### src/rtl/mcnt_pkg.sv
package mcnt_pkg;
  typedef enum logic [2:0] {
    M_INT    = 3'd0,
    M_ENC_A  = 3'd1,
    M_ENC_B  = 3'd2,
    M_ENC_AB = 3'd3,
    M_RELOAD = 3'd4,
    M_GATE   = 3'd5,
    M_TRIG   = 3'd6
  } smode_e;

  localparam logic [7:0] A_CTRL = 8'h00;
  localparam logic [7:0] A_MODE = 8'h04;
  localparam logic [7:0] A_CNT  = 8'h24;
  localparam logic [7:0] A_ARR  = 8'h2C;

  localparam int B_EN  = 0;
  localparam int B_DIR = 4;
  localparam int B_PRE = 7;
endpackage

### src/rtl/mcnt_sync.sv
module mcnt_sync #(
  parameter int N = 2
) (
  input  logic         clk,
  input  logic         rst_n,
  input  logic [N-1:0] pin_i,
  output logic [N-1:0] lvl_o,
  output logic [N-1:0] rise_o,
  output logic [N-1:0] fall_o
);
  logic [N-1:0] s1_q, s2_q, s3_q;

  always_ff @(posedge clk or negedge rst_n) begin
    if (!rst_n) begin
      s1_q <= '0;
      s2_q <= '0;
      s3_q <= '0;
    end else begin
      s1_q <= pin_i;
      s2_q <= s1_q;
      s3_q <= s2_q;
    end
  end

  assign lvl_o  = s2_q;
  assign rise_o = s2_q & ~s3_q;
  assign fall_o = ~s2_q & s3_q;
endmodule

### src/rtl/mcnt_decoder.sv
module mcnt_decoder
  import mcnt_pkg::*;
(
  input  logic [2:0] mode_i,
  input  logic [1:0] lvl_i,
  input  logic [1:0] rise_i,
  input  logic [1:0] fall_i,
  output logic       step_o,
  output logic       down_o
);
  logic a_edge, b_edge;

  assign a_edge = rise_i[0] | fall_i[0];
  assign b_edge = rise_i[1] | fall_i[1];

  always_comb begin
    step_o = 1'b0;
    down_o = 1'b0;
    case (mode_i)
      M_ENC_A: begin
        step_o = rise_i[1];
        down_o = lvl_i[0];
      end
      M_ENC_B: begin
        step_o = rise_i[0];
        down_o = lvl_i[1];
      end
      M_ENC_AB: begin
        // a change on both pins at once carries no direction: dropped
        step_o = a_edge ^ b_edge;
        down_o = a_edge ? (lvl_i[0] == lvl_i[1]) : (lvl_i[0] != lvl_i[1]);
      end
      default: begin
        step_o = 1'b0;
        down_o = 1'b0;
      end
    endcase
  end
endmodule

### src/rtl/mcnt_core.sv
module mcnt_core #(
  parameter int W = 16
) (
  input  logic         clk,
  input  logic         rst_n,
  input  logic         tick_i,
  input  logic         down_i,
  input  logic         load_i,
  input  logic [W-1:0] load_val_i,
  input  logic         reload_i,
  input  logic         arr_wr_i,
  input  logic [W-1:0] arr_val_i,
  input  logic         preload_i,
  output logic [W-1:0] cnt_o,
  output logic [W-1:0] arr_shadow_o,
  output logic [W-1:0] arr_act_o,
  output logic         upd_o,
  output logic         evt_o
);
  localparam logic [W-1:0] ONE = W'(1);

  logic [W-1:0] cnt_q, shadow_q, act_q;
  logic         evt_q;
  logic         wrap;

  assign wrap  = tick_i && (down_i ? (cnt_q == '0) : (cnt_q >= act_q));
  assign upd_o = !load_i && (reload_i || wrap);

  always_ff @(posedge clk or negedge rst_n) begin
    if (!rst_n) begin
      cnt_q <= '0;
      evt_q <= 1'b0;
    end else begin
      evt_q <= 1'b0;
      if (load_i) begin
        cnt_q <= load_val_i;
      end else if (reload_i) begin
        cnt_q <= shadow_q;
      end else if (tick_i) begin
        if (wrap) begin
          cnt_q <= down_i ? shadow_q : '0;
          evt_q <= 1'b1;
        end else begin
          cnt_q <= down_i ? cnt_q - ONE : cnt_q + ONE;
        end
      end
    end
  end

  always_ff @(posedge clk or negedge rst_n) begin
    if (!rst_n) begin
      shadow_q <= '1;
      act_q    <= '1;
    end else begin
      if (upd_o) act_q <= shadow_q;
      if (arr_wr_i) begin
        shadow_q <= arr_val_i;
        if (!preload_i) act_q <= arr_val_i;
      end
    end
  end

  assign cnt_o        = cnt_q;
  assign arr_shadow_o = shadow_q;
  assign arr_act_o    = act_q;
  assign evt_o        = evt_q;
endmodule

### src/rtl/mode_counter.sv
module mode_counter
  import mcnt_pkg::*;
#(
  parameter int W = 16
) (
  input  logic         clk,
  input  logic         rst_n,
  input  logic [7:0]   reg_addr,
  input  logic [W-1:0] reg_wdata,
  input  logic         reg_we,
  output logic [W-1:0] reg_rdata,
  input  logic [1:0]   ext_in,
  output logic         evt_o
);
  localparam int NPIN = 2;

  logic [NPIN-1:0] lvl, rise, fall;
  logic            ctl_en, ctl_dir, ctl_pre;
  logic [2:0]      mode_q;
  logic            dec_step, dec_down;
  logic            tick, down, reload, upd;
  logic            wr_ctrl, wr_mode, wr_cnt, wr_arr;
  logic [W-1:0]    cnt_q, arr_shadow, arr_act;

  mcnt_sync #(.N(NPIN)) u_sync (
    .clk(clk), .rst_n(rst_n), .pin_i(ext_in),
    .lvl_o(lvl), .rise_o(rise), .fall_o(fall)
  );

  mcnt_decoder u_dec (
    .mode_i(mode_q), .lvl_i(lvl), .rise_i(rise), .fall_i(fall),
    .step_o(dec_step), .down_o(dec_down)
  );

  assign wr_ctrl = reg_we && (reg_addr == A_CTRL);
  assign wr_mode = reg_we && (reg_addr == A_MODE);
  assign wr_cnt  = reg_we && (reg_addr == A_CNT);
  assign wr_arr  = reg_we && (reg_addr == A_ARR);

  always_ff @(posedge clk or negedge rst_n) begin
    if (!rst_n) begin
      ctl_en  <= 1'b0;
      ctl_dir <= 1'b0;
      ctl_pre <= 1'b0;
      mode_q  <= 3'd0;
    end else begin
      if (wr_ctrl) begin
        ctl_en  <= reg_wdata[B_EN];
        ctl_dir <= reg_wdata[B_DIR];
        ctl_pre <= reg_wdata[B_PRE];
      end else if (mode_q == M_TRIG && rise[0]) begin
        ctl_en <= 1'b1;
      end
      if (wr_mode) mode_q <= reg_wdata[2:0];
    end
  end

  always_comb begin
    case (mode_q)
      M_INT, M_RELOAD, M_TRIG: tick = ctl_en;
      M_GATE:                  tick = ctl_en && lvl[0];
      M_ENC_A, M_ENC_B, M_ENC_AB: tick = ctl_en && dec_step;
      default:                 tick = 1'b0;
    endcase
  end

  assign down   = (mode_q == M_ENC_A || mode_q == M_ENC_B || mode_q == M_ENC_AB)
                  ? dec_down : ctl_dir;
  assign reload = (mode_q == M_RELOAD) && rise[0];

  mcnt_core #(.W(W)) u_core (
    .clk(clk), .rst_n(rst_n),
    .tick_i(tick), .down_i(down),
    .load_i(wr_cnt), .load_val_i(reg_wdata),
    .reload_i(reload),
    .arr_wr_i(wr_arr), .arr_val_i(reg_wdata), .preload_i(ctl_pre),
    .cnt_o(cnt_q), .arr_shadow_o(arr_shadow), .arr_act_o(arr_act),
    .upd_o(upd), .evt_o(evt_o)
  );

  always_comb begin
    reg_rdata = '0;
    case (reg_addr)
      A_CTRL: begin
        reg_rdata[B_EN]  = ctl_en;
        reg_rdata[B_DIR] = ctl_dir;
        reg_rdata[B_PRE] = ctl_pre;
      end
      A_MODE:  reg_rdata[2:0] = mode_q;
      A_CNT:   reg_rdata = cnt_q;
      A_ARR:   reg_rdata = arr_shadow;
      default: reg_rdata = '0;
    endcase
  end
endmodule

### config.mk
export PLATFORM = sky130hd
export DESIGN_NAME = mode_counter
export DESIGN_NICKNAME = d
export VERILOG_FILES = /design/src/rtl/mcnt_pkg.sv /design/src/rtl/mcnt_sync.sv /design/src/rtl/mcnt_decoder.sv /design/src/rtl/mcnt_core.sv /design/src/rtl/mode_counter.sv
export SDC_FILE = /design/constraint.sdc
export NUM_CORES = 1
export LEC_CHECK = 0
export BUFFER_PORTS_ARGS = -buffer_cell sky130_fd_sc_hd__buf_2
export CAP_MARGIN = 20
export CORE_UTILIZATION = 49
export CTS_CLUSTER_SIZE = 30
export DETAILED_ROUTE_END_ITERATION = 6
export PLACE_DENSITY = 0.78
export SYNTH_ARGS = -nofsm -noshare
export SYNTH_HDL_FRONTEND = slang
export SYNTH_HIERARCHICAL = 1
export SYNTH_SLANG_ARGS = --single-unit
### constraint.sdc
create_clock -name clk -period 3.9 [get_ports clk]
set_input_delay 0 -clock clk [delete_from_list [all_inputs] [get_ports clk]]
set_output_delay 0 -clock clk [all_outputs]
set_load 0.005 [all_outputs]
==> results by stage <==
Critical path:
- The reg2reg setup slack is 0.24 ns.
- The capture instance of the worst register-to-register path is u_core/cnt_o[11].
- The worst setup path is captured at a flip-flop.
- The path depth of the worst reg2reg path is 12.
- In this design, the stage delay of the slowest critical-path cell is around 0.45 ns.
- The slowest stage of the critical path is the dfrtp_1 cell.
- The category of the critical setup timing path is reg -> reg.
- The maximum fanout encountered on the critical timing path is 18.
- Traced cell by cell, the critical path runs through and2b_2 > nor2_1 > o41ai_2 > a221o_1 > mux2_4 > ha_1 > a211o_1 > a21o_1 > a221oi_2 > xnor2_1 > a221oi_1 > nor2_1.
- STA classifies the critical path startpoint as a flip-flop.
- The most used cell along the critical path is nor2_1.
- The data required time at the worst endpoint is 4.13 ns.
- In this run the critical register-to-register path is launched from u_sync/lvl_o[0].
- The data arrival time of the critical path is roughly 4 ns.

GRT:
- The most congested layer reported by global routing is met2.
- The number of antenna violations at the first check in global routing is 0.
- For met1 alone, demand over resource in global routing was roughly 36%.
- Global routing consumed, on the met2 layer, 47.2% of the routing resources.
- The number of global-route vias before repair is 4088.
- Global routing finished with a remaining overflow of 0.
- The global router's overall resource usage is 27.3%.
- Entering global routing, the biggest net connects 62 pins.
- For this run, global-route usage on met3 was measured as about 3.8%.
- The wire length of the first global-routing pass is 20600 um.

Timing:
- The final cycle utilization of the critical path is 93.8%.
- The clock period minus worst slack is about 3.7 ns.
- The remaining max-slew budget at the tightest pin is a little under half.
- The final count of pins violating max slew is 0.
- The count of endpoints failing hold in the final timing report is 0.
- For the pin with the worst max-slew slack, the measured transition is between 0.7 and 0.8 ns.
- After routing, the total negative slack on setup checks comes to 0 ns.
- On the final layout, the worst clock skew is around 0.0094 ns.
- Across all setup checks in the final design, the least slack found is about 0.24 ns.
- Derived from the worst setup path, the maximum achievable clock frequency is roughly 270 MHz.
- The setup violation total in the final timing report is 0.
- Setup repair after global routing left no endpoint under its margin.

Logic synthesis:
- Ranked by total cell area, the synthesized netlist is headed by dfstp_2 (19%), dfrtp_1 (16%), ha_1 (8.3%), mux2i_1 (7.3%), mux2_2 (6.0%).
- Counting flops and latches in the post-synthesis netlist gives ~60.
- In the synthesized netlist the async set-or-reset flop fraction comes to between 90% and 100%.
- The number of standard cells after synthesis is 474.
- The number of warnings printed during yosys synthesis is 6.
- The most used flip-flop cell after synthesis is dfstp_2.
- Sequential elements use 34.8% of the synthesized area.
- The post-synthesis instance area is between 0.004 and 0.005 mm2.
- Yosys mapped a number of flops with a built-in enable equal to 0.
- Counting every net in the synthesized netlist gives between 500 and 600.
- The largest total area in the synthesized netlist belongs to dfstp_2.
- A synthesized cell averages approximately 9.5 um2.
- The portion of synthesized cell area occupied by the leading cell type is a little under a fifth.
- The synthesized netlist contains 71 unique library cells.

Clock network:
- After clock tree synthesis, the clock-pin slew on the worst setup and hold paths is approximately 0.07 ns.
- TritonCTS built the clock tree.
- The tree is rooted in a clkbuf_8.
- Clock latency on the worst-skew pair, taken at its later pin, is about 0.35 ns.
- No sink is reached through more buffers than the 2 on the longest clock path.
- The clock buffer count from CTS is 9.
- The post-CTS repair timing setup buffer count is 0.
- The H-tree depth is 3.
- The number of sinks on the clock net is between 60 and 70.

Drt:
- The average via count per standard cell is about 6.
- Summed over all layers, the routed wires come to about 13000 um.
- In the routed design, unresolved DRC markers number 5.
- The first-pass iteration count of the detailed router is 7.
- The detailed router finished its first iteration with around 270 violations.
- The remaining number of nets flagged by the antenna check after routing is 0.
- In the final routed layout, each cell accounts on average for 19.1 um.
- Across all layers, the routed design uses ~4000 vias.

Power and ir drop:
- Overall power consumption after layout is estimated at approximately 2700 uW.
- The portion of total power attributed to sequential cells is 35.2%.
- In this run the power spent charging and discharging nets is a little over 1000 uW.
- Net switching is 38.5% of the power.
- The power density over the cells is approximately 510 mW/mm2.
- The cell leakage power is around 0.0024 uW.
- IR analysis of the VDD net gives a maximum drop of ~0.28 mV.
- The clock network accounts for a little under a quarter of the total power.
- The combinational share of power is a little over 40%.
- The cell-internal power is between 1500 and 2000 uW.

Floorplan:
- The die outline width is roughly 100 um.
- From bottom edge to top edge, the die measures 97.9 um.
- The initial core utilization is between 50% and 60%.
- In this run the count of I/O pins placed on the die edge is between 40 and 50.
- The floorplan has 34 rows.
- The die covers about 0.0096 mm2.
- The area inside the core boundary is 0.00881 mm2.

Cells and area:
- Leaving out fill and tap cells, the most frequent cell in the layout is nor2_1.
- The area growth from synthesis to layout is 17.3%.
- The total area of multi-input combinational cells is approximately 0.0027 mm2.
- The final layout contains 602 nets.
- After filler insertion, the fill cell instance count of the layout stands at roughly 760.
- The number of antenna cells inserted is 0.
- The library cells used most frequently in the layout, excluding fill and tap cells, are nor2_1 (53), buf_2 (45), a21oi_1 (40).
- The post-route netlist has between 20% and 30% of its cells at a drive strength greater than 1.
- The sequential cell area in the final layout is between 0.0015 and 0.002 mm2.

Placed design:
- Timing analysis after detailed placement gives a worst setup slack of approximately 0.17 ns.
- Input and output buffers added on the ports amount to 45.
- The HPWL after detailed placement is 8830 um.
- The last weighted congestion value of the routability-driven placer is just over 0.9.

Worst hold path:
- The cell count of the worst hold path is 3.
- The path with the worst hold slack has its endpoint at mode_q[0].
- The start point of the worst hold path is reg_we.
- The classification of the worst-slack hold path is in -> reg.

Run:
- The max-cap check violation count is 0.

Run status:
- The flow ran to the end, but the final reports show violations.
- The checks that failed: design-rule violations.
==> layout make-up <==
| class | count | area share [%] |
|---|---|---|
| clock buffers | 11 | 2.68 |
| clock inverters | 5 | 1.59 |
| inverters | 29 | 2.06 |
| multi-input cells | 365 | 51.7 |
| flip-flops and latches | 61 | 29.6 |
| well taps | 108 | 2.56 |
| repair buffers | 76 | 9.80 |
==> sequential cells by signal (all words and copies together) (netlist names) <==
register / count
u_core/arr_act_o: 16
u_core/arr_shadow_o: 16
u_core/cnt_o: 16
mode_q: 3
u_sync/lvl_o: 2
u_sync/s1_q: 2
u_sync/s3_q: 2
ctl_dir: 1
ctl_en: 1
ctl_pre: 1
u_core/evt_o: 1
==> power groups by stage <==
stage | clock, uW | combinational (uW) | sequential [uW]
6_report | 641 | 1090 | 939
2_1_floorplan | 0 | 805 | 887
5_1_grt | 684 | 1210 | 954
3_3_place_gp | 0 | 1010 | 937
4_1_cts | 654 | 1070 | 936
3_5_place_dp | 0 | 1040 | 945
==> worst max-delay path: cells and delay by family, from the launching register on <==
kind | cells | cell delay, ns
adders and majority gates | 1 | 0.42
muxes | 1 | 0.37
and+or+nand+nor | 3 | 0.51
DFF | 1 | 0.45
AOI/OAI and AO/OA | 6 | 1.64
xor gates and xnor gates | 1 | 0.13
==> worst max path at each step <==
| stage | startpoint | end | slack, ns |
|---|---|---|---|
| finish | u_sync/lvl_o[0] | u_core/cnt_o[11] | 0.24 |
| global route | u_sync/lvl_o[0] | u_core/cnt_o[14] | 0.02 |
| CTS | u_sync/lvl_o[0] | u_core/cnt_o[14] | 0.12 |
| detailed placement | u_sync/lvl_o[0] | u_core/cnt_o[14] | 0.17 |
| global placement | u_sync/lvl_o[0] | u_core/cnt_o[11] | 0.34 |
| floorplan | u_sync/lvl_o[0] | u_core/cnt_o[14] | 0.58 |
==> timing repair <==
item,in CTS,in global routing
setup endpoints to repair,0,4
hold endpoints to repair,81,0
hold buffers,19,0
gates resized for setup,0,1
==> logic make-up after synthesis <==
logic type / count (synthesis) / synth area share, %
compound gates: 140 / 21.5
simple gates: 126 / 14.7
flops: 61 / 34.8
mux: 57 / 13.3
buf+inv: 48 / 4.83
fa+ha+maj: 31 / 8.77
xor+xnor: 11 / 2.14
==> synthesized netlist by cell type, drive strengths merged (6+ instances only) <==
cell	count
nor4	6
nor2	53
a21oi	40
dfstp	32
dfrtp	29
clkbuf	11
nand3	8
buf	8
inv	28
o22ai	15
nor3	7
a221oi	9
a21o	7
mux2i	33
nand2	15
o21ai	20
xnor2	7
ha	30
nand4	6
mux2	24
==> per-stage QoR <==
| stage | util (%) | std cells | hold WS [ns] | area, um2 |
|---|---|---|---|---|
| floorplan | - | 474 | -0.296 | 4510 |
| global placement | 55.3 | 620 | 0.109 | 4870 |
| detailed placement | 55.3 | 620 | 0.113 | 4870 |
| CTS | 60.0 | 655 | 0.111 | 5280 |
| global route | 60.0 | 655 | 0.151 | 5290 |
| finish | 60.0 | 655 | 0.120 | 5290 |
==> metal layers <==
| metal | up-vias | share of wire, % |
|---|---|---|
| li1 | 1916 | - |
| met4 | 0 | 1.1 |
| met1 | 1980 | 46 |
| met3 | 17 | 5.3 |
| met5 | - | 0 |
| met2 | 136 | 48 |
Note: power is estimated with default switching activity, not from simulation.
